===== src/rtl/serial_rx_q2_pkg.sv =====
package serial_rx_q2_pkg;
  localparam int WORD_W = 8;

  typedef enum logic [1:0] {
    ST_IDLE,
    ST_START,
    ST_DATA,
    ST_STOP
  } rx_state_e;

  typedef struct packed {
    logic              ferr;
    logic              bit8;
    logic [WORD_W-1:0] data;
  } rx_word_t;
endpackage


===== src/rtl/serial_rx_sync.sv =====
module serial_rx_sync #(
  parameter int STAGES  = 2,
  parameter bit IDLE_LV = 1'b1
) (
  input  logic clk,
  input  logic rst,
  input  logic din,
  output logic dout
);
  logic [STAGES-1:0] chain;

  always_ff @(posedge clk) begin
    if (rst) chain <= {STAGES{IDLE_LV}};
    else     chain <= {chain[STAGES-2:0], din};
  end

  assign dout = chain[STAGES-1];
endmodule


===== src/rtl/serial_rx_deser.sv =====
module serial_rx_deser
  import serial_rx_q2_pkg::*;
#(
  parameter int OSR = 16
) (
  input  logic     clk,
  input  logic     rst,
  input  logic     en,
  input  logic     tick,
  input  logic     rxs,
  input  logic     nine_bit_mode,
  output logic     done,
  output rx_word_t word
);
  localparam int PW   = $clog2(OSR);
  localparam int MID  = OSR / 2;
  localparam int SHW  = WORD_W + 1;
  localparam int BIW  = $clog2(SHW + 1);

  rx_state_e        st;
  logic [PW-1:0]    ph;
  logic [BIW-1:0]   bidx;
  logic [2:0]       smp;
  logic [SHW-1:0]   shreg;
  logic             nine_q;
  logic [BIW-1:0]   last_idx;

  function automatic logic maj3(input logic [2:0] s);
    return (s[0] & s[1]) | (s[0] & s[2]) | (s[1] & s[2]);
  endfunction

  assign last_idx = nine_q ? BIW'(WORD_W) : BIW'(WORD_W - 1);

  always_ff @(posedge clk) begin
    if (rst || !en) begin
      st     <= ST_IDLE;
      ph     <= '0;
      bidx   <= '0;
      smp    <= '0;
      done   <= 1'b0;
      nine_q <= 1'b0;
      if (rst) begin
        shreg <= '0;
        word  <= '0;
      end
    end else begin
      done <= 1'b0;
      if (tick) begin
        if (st != ST_IDLE) begin
          ph <= ph + PW'(1);
          if (ph == PW'(MID - 1)) smp[0] <= rxs;
          if (ph == PW'(MID))     smp[1] <= rxs;
          if (ph == PW'(MID + 1)) smp[2] <= rxs;
        end
        case (st)
          ST_IDLE: begin
            if (!rxs) begin
              st     <= ST_START;
              ph     <= PW'(1);
              nine_q <= nine_bit_mode;
            end
          end
          ST_START: begin
            if (ph == PW'(MID) && rxs) begin
              st <= ST_IDLE;
            end else if (ph == PW'(OSR - 1)) begin
              st   <= ST_DATA;
              bidx <= '0;
            end
          end
          ST_DATA: begin
            if (ph == PW'(OSR - 1)) begin
              shreg[bidx] <= maj3(smp);
              bidx        <= bidx + BIW'(1);
              if (bidx == last_idx) st <= ST_STOP;
            end
          end
          ST_STOP: begin
            if (ph == PW'(MID + 1)) begin
              done      <= 1'b1;
              word.data <= shreg[WORD_W-1:0];
              word.bit8 <= nine_q ? shreg[WORD_W] : 1'b0;
              word.ferr <= ~maj3({rxs, smp[1:0]});
              st        <= ST_IDLE;
            end
          end
          default: st <= ST_IDLE;
        endcase
      end
    end
  end

  // a disabled receiver returns to idle
  assert_idle_when_off_R9: assert property (@(posedge clk) disable iff (rst)
    !en |=> st == ST_IDLE);

  // one completion pulse per frame
  assert_single_done_R1: assert property (@(posedge clk) disable iff (rst)
    done |=> !done);

  // a high line at mid start bit abandons the frame
  assert_false_start_R2: assert property (@(posedge clk) disable iff (rst)
    (en && tick && st == ST_START && ph == PW'(MID) && rxs) |=> st == ST_IDLE);

  // nothing completes while disabled
  assert_no_done_off_R9: assert property (@(posedge clk) disable iff (rst)
    !en |=> !done);
endmodule


===== src/rtl/serial_rx_queue.sv =====
module serial_rx_queue
  import serial_rx_q2_pkg::*;
#(
  parameter int DEPTH = 2
) (
  input  logic     clk,
  input  logic     rst,
  input  logic     flush,
  input  logic     clr_ovf,
  input  logic     push_req,
  input  rx_word_t wdata,
  input  logic     pop_req,
  output rx_word_t head,
  output logic     rdy,
  output logic     ovf
);
  localparam int AW = (DEPTH > 1) ? $clog2(DEPTH) : 1;
  localparam int CW = $clog2(DEPTH + 1);

  rx_word_t        mem [DEPTH];
  logic [AW-1:0]   wr_ptr, rd_ptr;
  logic [CW-1:0]   cnt;
  logic            full, empty, do_push, do_pop;

  assign full    = (cnt == CW'(DEPTH));
  assign empty   = (cnt == '0);
  assign do_push = push_req && !ovf && !full && !flush;
  assign do_pop  = pop_req && !empty && !flush;

  function automatic logic [AW-1:0] nxt(input logic [AW-1:0] p);
    return (p == AW'(DEPTH - 1)) ? '0 : p + AW'(1);
  endfunction

  always_ff @(posedge clk) begin
    if (do_push) mem[wr_ptr] <= wdata;
  end

  always_ff @(posedge clk) begin
    if (rst || flush) begin
      wr_ptr <= '0;
      rd_ptr <= '0;
      cnt    <= '0;
    end else begin
      if (do_push) wr_ptr <= nxt(wr_ptr);
      if (do_pop)  rd_ptr <= nxt(rd_ptr);
      case ({do_push, do_pop})
        2'b10:   cnt <= cnt + CW'(1);
        2'b01:   cnt <= cnt - CW'(1);
        default: cnt <= cnt;
      endcase
    end
  end

  always_ff @(posedge clk) begin
    if (rst || clr_ovf) ovf <= 1'b0;
    else if (push_req && full && !flush) ovf <= 1'b1;
  end

  assign head = empty ? '0 : mem[rd_ptr];
  assign rdy  = !empty;

  // occupancy never exceeds the queue size
  assert_no_overflow_R4: assert property (@(posedge clk) disable iff (rst)
    cnt <= CW'(DEPTH));

  // with overrun set and no pop, occupancy holds
  assert_ovf_blocks_R7: assert property (@(posedge clk) disable iff (rst)
    (ovf && !pop_req && !flush && !clr_ovf) |=> cnt == $past(cnt));

  // overrun rises only on a completion into a full queue
  assert_ovf_cause_R7: assert property (@(posedge clk) disable iff (rst)
    $rose(ovf) |-> $past(push_req && full));

  // overrun clears when receive is disabled
  assert_ovf_clear_R8: assert property (@(posedge clk) disable iff (rst)
    clr_ovf |=> !ovf);

  // port disable empties the queue
  assert_flush_R9: assert property (@(posedge clk) disable iff (rst)
    flush |=> !rdy);

  // popping the last word drops ready
  assert_ready_drop_R5: assert property (@(posedge clk) disable iff (rst)
    (pop_req && cnt == CW'(1) && !push_req) |=> !rdy);
endmodule


===== src/rtl/serial_rx_q2.sv =====
module serial_rx_q2
  import serial_rx_q2_pkg::*;
#(
  parameter int OSR         = 16,
  parameter int SYNC_STAGES = 2,
  parameter int DEPTH       = 2
) (
  input  logic              clk,
  input  logic              rst,
  input  logic              os_tick,
  input  logic              rx_line,
  input  logic              port_enable,
  input  logic              rx_enable,
  input  logic              nine_bit_mode,
  input  logic              rd_pop,
  output logic [WORD_W-1:0] head_data,
  output logic              head_bit8,
  output logic              head_ferr,
  output logic              rx_ready,
  output logic              overrun_err
);
  logic     rx_s;
  logic     frame_done;
  rx_word_t frame_word;
  rx_word_t head_word;

  serial_rx_sync #(.STAGES(SYNC_STAGES), .IDLE_LV(1'b1)) u_sync (
    .clk  (clk),
    .rst  (rst),
    .din  (rx_line),
    .dout (rx_s)
  );

  serial_rx_deser #(.OSR(OSR)) u_deser (
    .clk           (clk),
    .rst           (rst),
    .en            (port_enable && rx_enable),
    .tick          (os_tick),
    .rxs           (rx_s),
    .nine_bit_mode (nine_bit_mode),
    .done          (frame_done),
    .word          (frame_word)
  );

  serial_rx_queue #(.DEPTH(DEPTH)) u_queue (
    .clk      (clk),
    .rst      (rst),
    .flush    (!port_enable),
    .clr_ovf  (!rx_enable),
    .push_req (frame_done),
    .wdata    (frame_word),
    .pop_req  (rd_pop),
    .head     (head_word),
    .rdy      (rx_ready),
    .ovf      (overrun_err)
  );

  assign head_data = head_word.data;
  assign head_bit8 = head_word.bit8;
  assign head_ferr = head_word.ferr;
endmodule


===== config.mk =====
export PLATFORM = sky130hd
export DESIGN_NAME = serial_rx_q2
export DESIGN_NICKNAME = d
export VERILOG_FILES = /design/src/rtl/serial_rx_q2_pkg.sv /design/src/rtl/serial_rx_sync.sv /design/src/rtl/serial_rx_deser.sv /design/src/rtl/serial_rx_queue.sv /design/src/rtl/serial_rx_q2.sv
export SDC_FILE = /design/constraint.sdc
export NUM_CORES = 1
export LEC_CHECK = 0
export BUFFER_PORTS_ARGS = -buffer_cell sky130_fd_sc_hd__buf_2
export CORE_MARGIN = 10
export CORE_UTILIZATION = 35
export DETAILED_ROUTE_END_ITERATION = 12
export SKIP_LAST_GASP = 1
export SYNTH_ARGS = -nofsm -noshare
export SYNTH_HDL_FRONTEND = slang
export SYNTH_HIERARCHICAL = 1
export SYNTH_SLANG_ARGS = --single-unit

===== constraint.sdc =====
create_clock -name clk -period 3.59 [get_ports clk]
set_input_delay 0.1795 -clock clk [delete_from_list [all_inputs] [get_ports clk]]
set_output_delay 0.1795 -clock clk [all_outputs]
set_load 0.02 [all_outputs]

Word-level counts from Yosys, hierarchy flattened
Memory sizes are Yosys's and may differ from the RTL's. A register that Yosys moved wholly into a read port is not among the register bits.
Cells that the tools add are included.

storage, ports and cells
  latch bits = 0
  output and inout port bits = 12
  bits in registers = 41
  input port bits = 8
  memories kept = 1
  bits in read-only memories = 0
  logic and storage cells = 134
  bits in writable memories = 20

memories
  memory       depth  bits a word  read ports  clocked after memory_dff  write ports  RTL line               text
  u_queue.mem  2      10           1           1                         1            serial_rx_queue.sv:20  rx_word_t mem [DEPTH];

operators by class
  add/subtract/negate cells = 6
  divide/modulo/power cells = 0
  equality and inequality tests = 19
  bitwise gates (word level) = 13
  $lt $le $gt $ge = 2
  reduce and logical (&&, ||, !) cells = 38
  muxes and demuxes = 38
  multiply operators = 0
  shift operators = 0

operator list
  operator                                                                 number
  10-bit two-way mux                                                       6
  9-bit two-way mux                                                        5
  4-bit two-way mux                                                        7
  2-bit nonzero test                                                       8
  4-bit == test, second input constant                                     3
  2-bit two-way mux                                                        6
  3-bit AND reduction                                                      4
  1-bit logical AND                                                        10
  9-bit bitwise mux                                                        1
  1-bit two-way mux                                                        9
  4-bit by 1-bit adder with 4-bit output, second input constant            2
  2-bit == test, second input constant                                     4
  2-bit by 1-bit inequality test with 1-bit output, second input constant  4
  2-bit case mux with 4 select lines                                       1
  4-bit case mux with 2 select lines                                       1
  4-bit AND reduction                                                      2
  1-bit zero test                                                          6
  2-bit inequality test, second input constant                             3
  6-bit AND reduction                                                      1
  1-bit bitwise AND                                                        5
  4-bit by 5-bit < comparator with 1-bit output, second input constant     1
  5-bit AND reduction                                                      1
  1-bit demux with 4-bit select                                            1
  2-bit by 1-bit == test with 1-bit output, second input constant          2
  13 further kinds                                                         23

Logic depth before layout (Yosys ltp)
  depth in word-level cells = 9
  mapped depth = 6
  depth with buffers taken out = 6

Cells and area by module
The synthesis kept the hierarchy.

modules (own cells, without submodules)
  module           area each (um^2)  seq. area each (um^2)  cells each  times used
  serial_rx_deser  1,714.1           870.8                  177         1
  serial_rx_queue  1,033.5           720.7                  75          1
  serial_rx_sync   52.6              40.0                   4           1
  serial_rx_q2     13.8              0.0                    3           1

Worst setup path after synthesis
No wires, ideal clock.

  path kind = reg2reg
  from = register u_queue.ovf
  to = register u_queue.cnt[1]
  path slack = 1.768 ns
  required time = 3.520 ns
  stages on the path, launching flop included = 5
  library setup time = 0.070 ns
  data arrival time = 1.752 ns
  period minus slack after synthesis = 1.822 ns
  path through = dfxtp_1 > or4_4 > ha_1 > or3_1 > a21boi_1

on the way
  cells in the longest elaborated chain, start to end = 6
  elaborated cells on any way between the ends = 8
  those cells by class = eq/ne: 2; mux: 1; reduce/logical: 5

ends and longest elaborated chain
  what                                                                       RTL line               text
  start: declaration                                                         serial_rx_queue.sv:15  output logic ovf
  start signal: assignment                                                   serial_rx_queue.sv:55  if (rst || clr_ovf) ovf <= 1'b0;
  start signal: assignment                                                   serial_rx_queue.sv:56  else if (push_req && full && !flush) ovf <= 1'b1;
  1-bit zero test (*)                                                        serial_rx_queue.sv:27  assign do_push = push_req && !ovf && !full && !flush;
  1-bit logical AND (*) (3 in a row)                                         serial_rx_queue.sv:27
  2-bit by 1-bit == test with 1-bit output or 2-bit == test (tied branches)  serial_rx_queue.sv:46  case ({do_push, do_pop})
  2-bit case mux with 2 select lines or 2-bit nonzero test (tied branches)   n/a
  end signal: assignment                                                     serial_rx_queue.sv:47  2'b10: cnt <= cnt + CW'(1);
  end signal: assignment                                                     serial_rx_queue.sv:48  2'b01: cnt <= cnt - CW'(1);
  end signal: assignment                                                     serial_rx_queue.sv:49  default: cnt <= cnt;
  end: declaration                                                           serial_rx_queue.sv:22  logic [CW-1:0] cnt;

Mark *: on every way between the ends. The rest lies on a longest branch, timed or not.
A chain may end at the register's enable or synchronous reset.

Worst setup path after layout
  from = register u_queue.cnt[0]
  to = register u_queue.cnt[1]

on the way
  cells in the longest elaborated chain, start to end = 6
  elaborated cells on any way between the ends = 14
  those cells by class = add/sub: 2; eq/ne: 3; mux: 1; reduce/logical: 8

ends and longest elaborated chain
  what                                                                       RTL line
  2-bit == test or 2-bit zero test (tied branches)                           serial_rx_queue.sv:25, serial_rx_queue.sv:26
  1-bit zero test, on equally long branches                                  serial_rx_queue.sv:27, serial_rx_queue.sv:28
  1-bit logical AND, on equally long branches (2 in a row)                   serial_rx_queue.sv:27, serial_rx_queue.sv:28
  2-bit by 1-bit == test with 1-bit output or 2-bit == test (tied branches)  serial_rx_queue.sv:46
  2-bit case mux with 2 select lines or 2-bit nonzero test (tied branches)   n/a

Several ways; a longest one is shown, not always the timed one.

==> results.toml <==
[floorplanning]
die_h_um = 110
die_x_um = 110
die_area_um2 = 12000
start_util_pct = 36.2
fp-row-count = 32
ios = 20
core_area_um2 = 7770

[cells_and_area]
drive_gt1_share_pct = 15.1
final_area_um2 = 3240
area_growth_pct = 15.3
multi_input_area_um2 = 1100
fillers = 766
antenna_cells = 0
nets = 295
seq_area_um2 = 1630
fin_cells = 386

[cts]
hold_buffers = 0
numCtsBuffers = 9
cts_setup_buffers = 0
cts_tree = "done"
cts_root_buf = "clkbuf_8"
cts.sinks = 62
htreeDepth = 3
clock_latency_ps = 340
max-clock-path-buffers = 2
post_cts_resized = 0
clk_pin_slew_ps = 70

[worst_setup_path]
crit_arrival_ps = 2180
crit_path_max_fanout = 5
criticalPathCategory = "register to register"
crit_slowest_cell = "or4_4"
end_kind = "register"
cp_cell_sequence = "nor2b_1, or4_4, ha_1, or3_1, a21boi_1"
start_kind = "register"
critPathMaxStageDelay_ps = 460
crit_required_ps = 3870

[grt]
antenna_found_initial = 0
grt_max_degree = 22
grt_pass1_wl_mm = 8.45
grt_pass1_vias = 1766
grt_overflow = 0
track_usage_pct = 9.13

[place]
post-dp-hpwl_mm = 3.33
portBuffers = 19
placed_area_um2 = 2990
dp.cells = 370
place_ws_ps = 1720
gp_congestion = 0.781

[synthesis]
synth_top_area_cell = "edfxtp_1"
synth.distinct_cells = 45
ys.flop_type = "edfxtp_1"
yosys_warnings = 6
synth_top_area_share_pct = 41.6
yosysMostFrequentCell = "edfxtp_1"
syn-cell-area_um2 = 2810
synth.avg_cell_area_um2 = 10.9
synth_nets = 275
synthCells = 259
synthTopCellsByArea = "edfxtp_1 (42%), dfxtp_1 (16%), mux2i_1 (5.3%), nor2_1 (4.0%), ha_1 (3.6%)"
synthTopCellsByCount = "edfxtp_1 (39), nor2_1 (30), nand2_1 (26)"
synth_edf_count = 39
yosysSeqAreaShare_pct = 58.0
async_reset_ff_share_pct = 0
synth_seq_cells = 62

[sta]
tightestPinTransition_ps = 874
period_needed_ps = 1900
clock_skew_ps = 3.90
setup_tns_ps = 0
slew_viol_final = 0
fmax_ghz = 0.526
fin_ws_ps = 1690
grt_setup_unrepaired = "no"
relSlewSlack_pct = 41.7
min_period_over_period_pct = 52.9
report.final.setup_viol = 0
hold_viol_final = 0

[run_status]
status = "complete, no violations"

[power]
p_leak_nw = 1.15
powerDensity_nw_per_um2 = 484
peakVddDrop_mv = 0.203

[job]
maxCapViolations = 0

[detailed_routing]
via_per_inst = 4.75
first_pass_iters = 4
ant_nets = 0
routed_wl_mm = 4.89
num_vias = 1834
wl_per_cell_um = 12.7
drc_errors = 0
drt-initial-drc-count = 105

[hold_path]
hold_class = "primary input to register"
[through the flow]
stage	hold WS [ps]	util, %	power (mW)
after floorplan	256	-	0.805
after global placement	367	38.5	0.817
after detailed placement	374	38.5	0.817
after CTS	0.301	41.8	1.60
after global routing	1.72	41.8	1.64
final	23.9	41.8	1.57
[critical path: cells and delay by family, from the launching register on]
family	cells	cell delay (ps)
simple gates	3	940
compound gates	1	140
flops	1	410
fa+ha+maj	1	350
[cell type report]
| class | count | share of cell area [%] |
|---|---|---|
| Inverter | 10 | 1.16 |
| Clock buffer | 9 | 3.82 |
| Clock inverter | 7 | 3.93 |
| Tap cell | 102 | 3.93 |
| Timing Repair Buffer | 19 | 2.93 |
| Multi-Input combinational cell | 177 | 33.9 |
| Sequential cell | 62 | 50.3 |
[power breakdown]
group          switching [mW]  internal, mW
Sequential            0.00564         0.766
Clock                   0.298         0.472
Combinational          0.0191       0.00996
[placed cells by master (no fill, tap or decap), types with 2 or more instances in the layout]
master | Yosys | final
inv_1 | 10 | 10
nand2_1 | 26 | 26
o21ai_0 | 7 | 7
maj3_1 | 2 | 2
mux2i_1 | 15 | 15
clkbuf_8 | 0 | 9
ha_1 | 8 | 8
a22oi_1 | 2 | 2
a21oi_1 | 16 | 16
bufinv_16 | 0 | 3
and2_1 | 9 | 9
nand3b_1 | 2 | 2
nor2b_1 | 5 | 5
and3_1 | 3 | 3
dfxtp_1 | 23 | 23
inv_6 | 0 | 2
edfxtp_1 | 39 | 39
nor3_1 | 6 | 6
buf_2 | 2 | 19
nor2_1 | 30 | 30
nor2_2 | 3 | 3
or2_1 | 2 | 2
nor4b_1 | 2 | 2
nand3_1 | 12 | 12
xor2_1 | 4 | 4
nand2b_1 | 3 | 3
[flip-flops by register name, indices dropped and copies added (netlist names), 2 cells and up, named ones only]
signal	count
u_deser/smp	3
u_deser/ph	4
u_queue/mem	20
u_queue/cnt	2
u_deser/shreg	9
u_sync/chain	2
u_deser/bidx	4
u_deser/word	10
[cells by family after synthesis]
group,Yosys count,share of synthesized area [%]
AO/OA/AOI/OAI,37,8.18
adder cells (fa/ha/maj),10,4.27
multiplexers,15,5.34
buffers and inverters,20,2.89
flip-flops,62,58.0
AND/OR/NAND/NOR,109,19.2
XOR/XNOR,6,2.13
[per-layer routing]
metal / track usage, % / up-vias / part of all wire (%)
met4: 3.90 / 0 / 1.1
met1: 10.4 / 833 / 45
li1: - / 957 / -
met5: 0 / - / 0
met3: 4.27 / 5 / 6.5
met2: 14.4 / 39 / 47
[worst paths after layout]
check                  startpoint  slack (ps)  cells past startpoint               to
hold / removal            rx_line          20                      2  u_sync/chain[0]
setup reg to reg   u_queue/cnt[0]        1690                      5   u_queue/cnt[1]
hold reg to reg   u_sync/chain[0]         400                      1  u_sync/chain[1]
setup / recovery   u_queue/cnt[0]        1690                      5   u_queue/cnt[1]
Power figures use the tool's default switching activity.
